### src/rtl/dacif_pkg.sv
package dacif_pkg;
  localparam int DATA_W = 16;
  localparam int OP_W   = 4;
  localparam int ADDR_W = 4;
  localparam int CMD_W  = OP_W + ADDR_W + DATA_W;

  localparam logic [OP_W-1:0] OP_SPAN_WR = 4'b0010;
  localparam logic [OP_W-1:0] OP_CODE_WR = 4'b0011;
  localparam logic [OP_W-1:0] OP_UPDATE  = 4'b0100;
  localparam logic [OP_W-1:0] OP_SPAN_RD = 4'b1010;

  localparam logic [ADDR_W-1:0] ADDR_ALL = 4'hF;

  typedef struct packed {
    logic [OP_W-1:0]   op;
    logic [ADDR_W-1:0] addr;
    logic [DATA_W-1:0] data;
  } cmd_t;

  function automatic logic [ADDR_W-1:0] ch_addr(input int k);
    return ADDR_W'(2 * k);
  endfunction
endpackage

### src/rtl/dacif_sync.sv
module dacif_sync #(
  parameter int N = 1,
  parameter logic [N-1:0] INIT = '0
) (
  input  logic         clk,
  input  logic         rst,
  input  logic [N-1:0] din,
  output logic [N-1:0] lvl
);
  logic [N-1:0] meta;

  always_ff @(posedge clk) begin
    if (rst) begin
      meta <= INIT;
      lvl  <= INIT;
    end else begin
      meta <= din;
      lvl  <= meta;
    end
  end
endmodule

### src/rtl/dacif_edge.sv
module dacif_edge #(
  parameter int N = 1,
  parameter logic [N-1:0] INIT = '0
) (
  input  logic         clk,
  input  logic         rst,
  input  logic [N-1:0] lvl,
  output logic [N-1:0] prev
);
  always_ff @(posedge clk) begin
    if (rst) prev <= INIT;
    else     prev <= lvl;
  end
endmodule

### src/rtl/dacif_rx.sv
module dacif_rx
  import dacif_pkg::*;
#(
  parameter int FRAME_SHORT = 24,
  parameter int FRAME_LONG  = 32
) (
  input  logic clk,
  input  logic rst,
  input  logic cs_lvl,
  input  logic cs_fall,
  input  logic cs_rise,
  input  logic sck_rise,
  input  logic sdi_lvl,
  output logic cmd_stb,
  output cmd_t cmd
);
  localparam int CNT_MAX = FRAME_LONG + 1;
  localparam int CNT_W   = $clog2(CNT_MAX + 1);

  logic [CMD_W-1:0] shreg;
  logic [CNT_W-1:0] cnt;
  logic             len_ok;

  assign len_ok = (cnt == CNT_W'(FRAME_SHORT)) || (cnt == CNT_W'(FRAME_LONG));

  always_ff @(posedge clk) begin
    if (rst) begin
      shreg   <= '0;
      cnt     <= '0;
      cmd_stb <= 1'b0;
      cmd     <= '0;
    end else begin
      cmd_stb <= 1'b0;
      if (cs_fall) begin
        cnt <= '0;
      end else if (!cs_lvl && sck_rise) begin
        shreg <= {shreg[CMD_W-2:0], sdi_lvl};
        if (cnt != CNT_W'(CNT_MAX)) cnt <= cnt + 1'b1;
      end
      if (cs_rise && len_ok) begin
        cmd_stb <= 1'b1;
        cmd     <= cmd_t'(shreg);
      end
    end
  end


  frame_len_chk: assert property (@(posedge clk) disable iff (rst)
    cmd_stb |-> $past(cs_rise));
endmodule

### src/rtl/dacif_regs.sv
module dacif_regs
  import dacif_pkg::*;
#(
  parameter int NUM_CH = 2,
  parameter int SPAN_W = 4
) (
  input  logic clk,
  input  logic rst,
  input  logic cmd_stb,
  input  cmd_t cmd,
  input  logic load_all,
  output logic [NUM_CH-1:0][DATA_W-1:0] dac_code,
  output logic [NUM_CH-1:0][SPAN_W-1:0] dac_span,
  output logic [DATA_W-1:0] echo
);
  localparam int SEL_W = (NUM_CH > 1) ? $clog2(NUM_CH) : 1;

  logic [NUM_CH-1:0][DATA_W-1:0] in_code;
  logic [NUM_CH-1:0][SPAN_W-1:0] in_span;
  logic [NUM_CH-1:0] hit;
  logic              any_hit;
  logic [SEL_W-1:0]  first;
  logic wr_code, wr_span, rd_span, upd;

  for (genvar k = 0; k < NUM_CH; k++) begin : g_dec
    assign hit[k] = (cmd.addr == ADDR_ALL) || (cmd.addr == ch_addr(k));
  end

  assign any_hit = |hit;

  always_comb begin
    first = '0;
    for (int k = NUM_CH - 1; k >= 0; k--) begin
      if (hit[k]) first = SEL_W'(k);
    end
  end

  assign wr_code = cmd_stb && any_hit && (cmd.op == OP_CODE_WR);
  assign wr_span = cmd_stb && any_hit && (cmd.op == OP_SPAN_WR);
  assign rd_span = cmd_stb && any_hit && (cmd.op == OP_SPAN_RD);
  assign upd     = cmd_stb && any_hit && (cmd.op == OP_UPDATE);

  always_ff @(posedge clk) begin
    if (rst) begin
      in_code  <= '0;
      in_span  <= '0;
      dac_code <= '0;
      dac_span <= '0;
      echo     <= '0;
    end else begin
      for (int k = 0; k < NUM_CH; k++) begin
        if (wr_code && hit[k]) in_code[k] <= cmd.data;
        if (wr_span && hit[k]) in_span[k] <= cmd.data[SPAN_W-1:0];
        if (load_all || (upd && hit[k])) begin
          dac_code[k] <= in_code[k];
          dac_span[k] <= in_span[k];
        end
      end
      if (wr_code)      echo <= cmd.data;
      else if (wr_span) echo <= {{(DATA_W-SPAN_W){1'b0}}, cmd.data[SPAN_W-1:0]};
      else if (rd_span) echo <= {{(DATA_W-SPAN_W){1'b0}}, in_span[first]};
    end
  end


  reset_clear_chk: assert property (@(posedge clk) disable iff (rst)
    $past(rst) |-> (dac_code == '0 && dac_span == '0 && echo == '0));


  input_hold_chk: assert property (@(posedge clk) disable iff (rst)
    !cmd_stb |=> ($stable(in_code) && $stable(in_span)));


  dac_hold_chk: assert property (@(posedge clk) disable iff (rst)
    !(upd || load_all) |=> ($stable(dac_code) && $stable(dac_span)));


  bad_addr_chk: assert property (@(posedge clk) disable iff (rst)
    (cmd_stb && !any_hit) |=> ($stable(in_code) && $stable(in_span) && $stable(echo)));
endmodule

### src/rtl/dacif_tx.sv
module dacif_tx
  import dacif_pkg::*;
(
  input  logic              clk,
  input  logic              rst,
  input  logic              cs_lvl,
  input  logic              cs_fall,
  input  logic              sck_fall,
  input  logic [DATA_W-1:0] echo,
  output logic              sro
);
  logic [DATA_W-1:0] txreg;

  always_ff @(posedge clk) begin
    if (rst) begin
      txreg <= '0;
      sro   <= 1'b0;
    end else if (cs_fall) begin
      sro   <= echo[DATA_W-1];
      txreg <= {echo[DATA_W-2:0], 1'b0};
    end else if (cs_lvl) begin
      sro   <= 1'b0;
      txreg <= '0;
    end else if (sck_fall) begin
      sro   <= txreg[DATA_W-1];
      txreg <= {txreg[DATA_W-2:0], 1'b0};
    end
  end


  idle_low_chk: assert property (@(posedge clk) disable iff (rst)
    cs_lvl |=> !sro);
endmodule

### src/rtl/dual_dac_serial_port.sv
module dual_dac_serial_port
  import dacif_pkg::*;
#(
  parameter int NUM_CH      = 2,
  parameter int SPAN_W      = 4,
  parameter int FRAME_SHORT = 24,
  parameter int FRAME_LONG  = 32
) (
  input  logic                       clk,
  input  logic                       rst,
  input  logic                       sck,
  input  logic                       sdi,
  input  logic                       cs_ld,
  input  logic                       dac_load_n,
  output logic                       sro,
  output logic [NUM_CH*DATA_W-1:0]   dac_code,
  output logic [NUM_CH*SPAN_W-1:0]   dac_span
);
  // bit order of the synchronised group: {sdi, dac_load_n, sck, cs_ld}
  logic [3:0] lvl;
  logic [2:0] prev;
  logic cs_lvl, cs_fall, cs_rise, sck_rise, sck_fall, load_fall;
  logic cmd_stb;
  cmd_t cmd;
  logic [NUM_CH-1:0][DATA_W-1:0] code_arr;
  logic [NUM_CH-1:0][SPAN_W-1:0] span_arr;
  logic [DATA_W-1:0] echo;

  dacif_sync #(.N(4), .INIT(4'b0101)) u_sync (
    .clk(clk), .rst(rst), .din({sdi, dac_load_n, sck, cs_ld}), .lvl(lvl)
  );

  dacif_edge #(.N(3), .INIT(3'b101)) u_edge (
    .clk(clk), .rst(rst), .lvl(lvl[2:0]), .prev(prev)
  );

  assign cs_lvl    = lvl[0];
  assign cs_fall   = !lvl[0] &&  prev[0];
  assign cs_rise   =  lvl[0] && !prev[0];
  assign sck_rise  =  lvl[1] && !prev[1];
  assign sck_fall  = !lvl[1] &&  prev[1];
  assign load_fall = !lvl[2] &&  prev[2];

  dacif_rx #(.FRAME_SHORT(FRAME_SHORT), .FRAME_LONG(FRAME_LONG)) u_rx (
    .clk(clk), .rst(rst), .cs_lvl(cs_lvl), .cs_fall(cs_fall), .cs_rise(cs_rise),
    .sck_rise(sck_rise), .sdi_lvl(lvl[3]), .cmd_stb(cmd_stb), .cmd(cmd)
  );

  dacif_regs #(.NUM_CH(NUM_CH), .SPAN_W(SPAN_W)) u_regs (
    .clk(clk), .rst(rst), .cmd_stb(cmd_stb), .cmd(cmd), .load_all(load_fall),
    .dac_code(code_arr), .dac_span(span_arr), .echo(echo)
  );

  dacif_tx u_tx (
    .clk(clk), .rst(rst), .cs_lvl(cs_lvl), .cs_fall(cs_fall),
    .sck_fall(sck_fall), .echo(echo), .sro(sro)
  );

  assign dac_code = code_arr;
  assign dac_span = span_arr;
endmodule

### config.mk
export PLATFORM = sky130hd
export DESIGN_NAME = dual_dac_serial_port
export DESIGN_NICKNAME = d
export VERILOG_FILES = /design/src/rtl/dacif_pkg.sv /design/src/rtl/dacif_sync.sv /design/src/rtl/dacif_edge.sv /design/src/rtl/dacif_rx.sv /design/src/rtl/dacif_regs.sv /design/src/rtl/dacif_tx.sv /design/src/rtl/dual_dac_serial_port.sv
export SDC_FILE = /design/constraint.sdc
export NUM_CORES = 1
export LEC_CHECK = 0
export ABC_AREA = 0
export BUFFER_PORTS_ARGS = -buffer_cell sky130_fd_sc_hd__buf_2
export CAP_MARGIN = 10
export CELL_PAD_IN_SITES_DETAIL_PLACEMENT = 0
export CELL_PAD_IN_SITES_GLOBAL_PLACEMENT = 1
export CORE_MARGIN = 2
export CORE_UTILIZATION = 25
export CTS_CLUSTER_DIAMETER = 60
export CTS_CLUSTER_SIZE = 10
export DETAILED_ROUTE_END_ITERATION = 6
export PLACE_DENSITY_LB_ADDON = 0.25
export SYNTH_ARGS = -nofsm -noshare
export SYNTH_HDL_FRONTEND = slang
export SYNTH_SLANG_ARGS = --single-unit
### constraint.sdc
create_clock -name clk -period 2.45 [get_ports clk]
set_input_delay 0.49 -clock clk [delete_from_list [all_inputs] [get_ports clk]]
set_output_delay 0.49 -clock clk [all_outputs]
set_load 0.02 [all_outputs]
==> results of run 1 <==
power breakdown:
part	total (mW)	internal, mW	leakage [nW]	switching, mW
registers	2.90	2.90	1.44	0.00414
clock network	2.73	1.54	0.270	1.19
logic	0.125	0.0415	1.66	0.0831
total	5.76	4.48	3.36	1.28
metal layers:
layer	vias up	global-route usage [%]	routed length, um
met3	19	2.64	601
met1	2760	17.4	10300
met5	-	0	0
li1	2992	-	-
met2	86	18.8	8800
met4	0	4.29	408
layout by cell type (no fill, tap or decap), drive strengths merged, types with 20 or more instances in the layout:
master	instances
a21oi	62
nor3b	42
mux2i	124
dfxtp	178
a211oi	21
clkbuf	20
buf	72
nand2	104
o211ai	40
nor2	46
nand2b	59
registers in the layout, summed over array words and instances (netlist names), 4 cells and up:
| register | cells |
|---|---|
| u_sync.meta | 4 |
| u_rx.shreg | 24 |
| u_regs.in_span | 8 |
| u_regs.dac_code | 32 |
| u_tx.txreg | 15 |
| u_regs.in_code | 32 |
| u_regs.dac_span | 8 |
| u_rx.cnt | 6 |
| u_rx.cmd | 24 |
| u_sync.lvl | 4 |
| u_regs.echo | 16 |
worst max-delay path: stages, from the launching register on:
cell and delay, ns:
dfxtp_1 0.38, or4_1 0.97, a21oi_1 0.28, mux2i_1 0.09, o211ai_1 0.12
cell type report:
class,instances,share of cell area (%)
inverter,7,0.289
clock inverter,11,1.43
clock buffer,20,4.91
tap,396,5.44
timing repair buffer,72,5.11
multi-input combinational,585,43.7
sequential,178,39.2
through the flow:
stage	total power, mW	hold WS, ns	setup slack [ns]	area (um2)
6_report	5.76	0.246	0.513	9100
5_1_grt	6.00	0.226	0.373	9100
4_1_cts	5.85	0.224	0.486	9100
3_5_place_dp	3.10	0.399	0.505	8520
3_3_place_gp	3.10	0.398	0.548	8520
2_1_floorplan	3.05	0.389	0.738	7840
cell families (layout without fill, tap and decap cells):
family,count (synthesis),count (layout),share of synthesized area [%]
and+or+nand+nor,302,302,20.4
adders and majority gates,3,3,0.479
xor gates and xnor gates,4,4,0.447
buffers and inverters,78,110,4.20
AOI/OAI and AO/OA,148,148,12.6
muxes,128,128,16.4
DFF,178,178,45.4
final timing paths:
kind,to,slack (ns),cells past startpoint
hold reg to reg,u_sync.lvl[0],0.42,1
hold / removal,u_sync.meta[0],0.25,2
setup reg to reg,u_regs.dac_code[14],0.51,4
setup / recovery,u_regs.dac_code[14],0.51,4
==> impl_results.md, run 1 <==
* Clock sinks at 178
* Final non-filler cell total at 1,269
* Final Hold Vio Count at 0
* Status: completed
* Crit-path max FO at 20
* Register Area at 0.00356 mm2
* Grt total ovfl at 0
* Total GRT Usage at 12.4%
* Setup Crit Path Kind: flip-flop to flip-flop
* Hold-fix buffers at CTS at 0
* Top Ports at 47
* Placed cells at 1,238
* Ant. Diodes at 0
* Worst path required time at 2.78 ns
* Ratio of cells with drive above 1 in the final layout at 14.0%
* F_max at 516 MHz
* Most frequent cell after synthesis: dfxtp_1
* Routed wire per std cell at 15.8 um
* Drt first pass iters at 4
* Synth area leader: dfxtp_1
* Placer congestion estimate at 0.744
* Pwr dens at 633 mW/mm2
* Die Width at 181 um
* Leak at 3.36 nW
* CTS tree: done
* Worst setup SP type: flip-flop
* Largest net degree at the start of global routing at 61
* Post-DP HPWL at 12.9 mm
* Syn avg cell area at 9.32 um2
* Top cells by count, synth: 178 x dfxtp_1, 124 x mux2i_1, 104 x nand2_1
* Area Overhead vs Synth at 16.1%
* Initial antenna violation count at 0
* Skew-Pair Late Insertion Delay at 0.43 ns
* Fin crit share at 79.1%
* Core footprint at 0.0307 mm2
* Yosys reg bits at 178
* Nets at 870
* CTS max path bufs at 2
* Relative slew slack at 39.7%
* Slew @ Worst Pin at 0.904 ns
* Setup Fix Bufs, Post-CTS at 0
* Setup_tns at 0 ns
* Initial Util at 25.5%
* Hold Path Class: input port to flip-flop
* Final Setup Violations at 0
* Post-CTS sizing at 0
* RSZ-0062 raised after global routing: no
* Yosys top cell area share at 45.4%
* Clock skew at 0.0131 ns
* Final Util at 29.6%
* Post-synthesis sequential area ratio at 45.4%
* Distinct cells, synth at 43
* Row count at 64
* MaxCap Viol Count at 0
* Global-route wire length before repair at 32.4 mm
* CTS Buf Count at 17
* Die H at 181 um
* Clock transition at path regs at 0.07 ns
* Synth Flop Type: dfxtp_1
* Maximum VDD drop at 0.425 mV
* Vias in the first global route at 5,667
* Ys Warns at 0
* Multi-input gate area at 0.00397 mm2
* Ys async rst share at 0%
* WL final at 20.1 mm
* # DRC at 0
* Root Driver: clkbuf_16
* PortBufs at 46
* Die area at 0.0328 mm2
* Via count at 5,857
* Crit path DAT at 2.27 ns
* Synth Cell Area at 0.00784 mm2
* Final min period at 1.94 ns
* Total number of H-tree levels at 4
* EDFF count, synth at 0
* Antenna Nets Post-Route at 0
* Synth Instances at 841
* Slew Viols, Final at 0
* Worst Setup SP: u_rx.cmd[19]
* Routed vias/inst at 4.62
* CP endpoint kind: flip-flop
* Worst hold path startpoint: cs_ld
* FF-to-FF Start: u_rx.cmd[19]
* Initial DRC Count at 401
* Top post-synthesis cells by area: dfxtp_1 45%, mux2i_1 16%, nand2_1 5.0%
* # fillers at 3,304
* Syn Nets at 850
Power figures use the tool's default switching activity.
==> run 2, diff against run 1 <==
clock period = 1.7 ns   (was 2.45 ns; I/O delays follow)
==> run 2 against run 1 <==
- sequential power rose by 44%
- clock power rose by 47%
- wire length rose by 3.6%
- die area did not move
- global-route usage rose by 0.47 points
- non-clock buffer count rose by 26
- cell count rose by 2.1%
- register-to-register slack got worse by 0.45 ns
- critical path depth rose by 2
- cell area rose by 4.9%
- first-iteration DRC count fell by 17%
- clock skew rose by 0.0012 ns
- highest routed layer unchanged
==> impl_results.md, run 2 (synthesis gave the netlist of run 1 again) <==
* CTS Buf Count at 17 (unchanged)
* Fin crit share at 96.1% (+17 points)
* Post-DP HPWL at 13.3 mm (+3.9%)
* CP bufs+invs at 2 (+2)
* Placed cells at 1,261 (+1.9%)
* Antenna Nets Post-Route at 0 (unchanged)
* Slew @ Worst Pin at 0.409 ns (-0.495 ns)
* Crit-path max FO at 6 (-70%)
* Delay-heaviest family, CP: multiplexers
* Total number of H-tree levels at 4 (unchanged)
* Global-route wire length before repair at 33.3 mm (+2.7%)
* Total GRT Usage at 12.9% (+0.47 points)
* Vias in the first global route at 5,807 (+2.5%)
* Hold Slack at 0.0909 ns (-0.155 ns)
* Core footprint at 0.0307 mm2 (unchanged)
* Routed wire per std cell at 16.1 um (+1.5%)
* F_max at 612 MHz (+19%)
* Initial Util at 25.5% (unchanged)
* Grt total ovfl at 0 (unchanged)
* Ratio of cells with drive above 1 in the final layout at 18.0% (+4.0 points)
* Crit path top cell by count: buf_4
* Top Ports at 47 (unchanged)
* Largest registers: u_regs.dac_code x32, u_regs.in_code x32
* Skew-Pair Late Insertion Delay at 0.44 ns (about the same)
* Maximum VDD drop at 0.690 mV (+62%)
* Commonest non-fill, non-tap cell in the layout: dfxtp_1
* Worst path required time at 2.01 ns (-0.77 ns)
* Via count at 6,021 (+2.8%)
* Final non-filler cell total at 1,296 (+2.1%)
* Largest net degree at the start of global routing at 42 (-31%)
* CP endpoint kind: flip-flop
* CTS tree: done
* Clock sinks at 178 (unchanged)
* Critical path's slowest cell: dfxtp_2
* Setup_tns at 0 ns (unchanged)
* MaxCap Viol Count at 0 (unchanged)
* Clock transition at path regs at 0.07 ns (about the same)
* Final Util at 31.1% (+1.5 points)
* Worst setup SP type: flip-flop
* Final min period at 1.63 ns (-0.303 ns)
* Relative slew slack at 72.7% (+33 points)
* Row count at 64 (unchanged)
* Post-place setup slack at -0.0555 ns (-0.560 ns)
* RSZ-0062 raised after global routing: yes
* Final WS setup at 0.0664 ns (-0.447 ns)
* Slew Viols, Final at 0 (unchanged)
* PortBufs at 46 (unchanged)
* Worst-path cell chain: buf_4, nor4b_2, buf_4, mux2_2, mux2i_2, o31ai_1
* Hold Path Class: input port to flip-flop
* Root Driver: clkbuf_16
* Crit path DAT at 1.94 ns (-0.33 ns)
* Design Area, Final at 0.00955 mm2 (+4.9%)
* Nets at 896 (+3.0%)
* Die Width at 181 um (unchanged)
* CTS max path bufs at 2 (unchanged)
* WL final at 20.8 mm (+3.6%)
* Drt first pass iters at 4 (unchanged)
* # fillers at 3,241 (-1.9%)
* Die area at 0.0328 mm2 (unchanged)
* Commonest non-fill, non-tap cells in the layout: 174 x dfxtp_1, 120 x mux2i_1, 104 x nand2_1
* Ant. Diodes at 0 (unchanged)
* Placer congestion estimate at 0.721 (-3.2%)
* Worst path max stage delay at 0.36 ns (-0.61 ns)
* Pwr Total at 8.39 mW (+46%)
* Die H at 181 um (unchanged)
* Initial DRC Count at 331 (-17%)
* Area Overhead vs Synth at 21.8%
* Status: completed
* Initial antenna violation count at 0 (unchanged)
* Leak at 3.58 nW (+6.4%)
* Pwr dens at 879 mW/mm2 (+39%)
* Final Hold Vio Count at 0 (unchanged)
* Clock skew at 0.0143 ns (+0.00118 ns)
* Setup Crit Path Kind: flip-flop to flip-flop
* Final Setup Violations at 0 (unchanged)
* Post-placement cell area at 0.00882 mm2 (+3.5%)
* Routed vias/inst at 4.65 (+0.66%)
* # DRC at 0 (unchanged)
-- run 2: power by group --
group | internal [mW] | total [mW] | leakage (nW) | switching [mW]
Combinational | 0.0799 | 0.205 | 1.85 | 0.125
Clock | 2.23 | 4.01 | 0.289 | 1.78
Sequential | 4.17 | 4.18 | 1.44 | 0.00542
-- run 2: path summary, 6_finish.rpt --
kind | startpoint | end | slack, ns | cells after the start
max | u_rx.cmd[18] | u_regs.echo[1] | 0.07 | 6
min | cs_ld | u_sync.meta[0] | 0.09 | 2
max reg2reg | u_rx.cmd[18] | u_regs.echo[1] | 0.07 | 6
min reg2reg | u_sync.meta[2] | u_sync.lvl[2] | 0.41 | 1
-- run 2: what timing repair did --
action / in CTS / in global routing
gates cloned: 1 / 1
gates resized for setup: 8 / 12
pin swaps: 2 / 4
buffers inserted: 0 / 1
setup endpoints to repair: 70 / 69
hold buffers: 0 / 0
hold endpoints to repair: 0 / 0
-- run 2: final cells by class --
| class | count | area (um2) | area share [%] |
|---|---|---|---|
| multi-input combinational | 585 | 4030 | 42.2 |
| clock inverter | 13 | 148 | 1.55 |
| inverter | 7 | 26.3 | 0.275 |
| timing repair buffer | 98 | 831 | 8.70 |
| tap | 396 | 495 | 5.19 |
| sequential | 178 | 3570 | 37.4 |
| clock buffer | 19 | 443 | 4.64 |
-- run 2: worst register-to-register path: cells and delay by family, from the launching register on --
kind                   cells  cell delay, ns
AO/OA/AOI/OAI              1            0.09
AND/OR/NAND/NOR            1            0.20
multiplexers               2            0.55
buffers and inverters      2            0.33
flip-flops                 1            0.36
-- run 2: metal layers --
layer | part of all wire (%) | vias up | GRT usage (%) | wire, um
li1 | - | 3052 | - | -
met1 | 49 | 2856 | 17.1 | 10200
met2 | 47 | 91 | 21.1 | 9680
met3 | 3.3 | 22 | 2.80 | 677
met4 | 1.4 | 0 | 3.58 | 295
met5 | 0 | - | 0 | 0
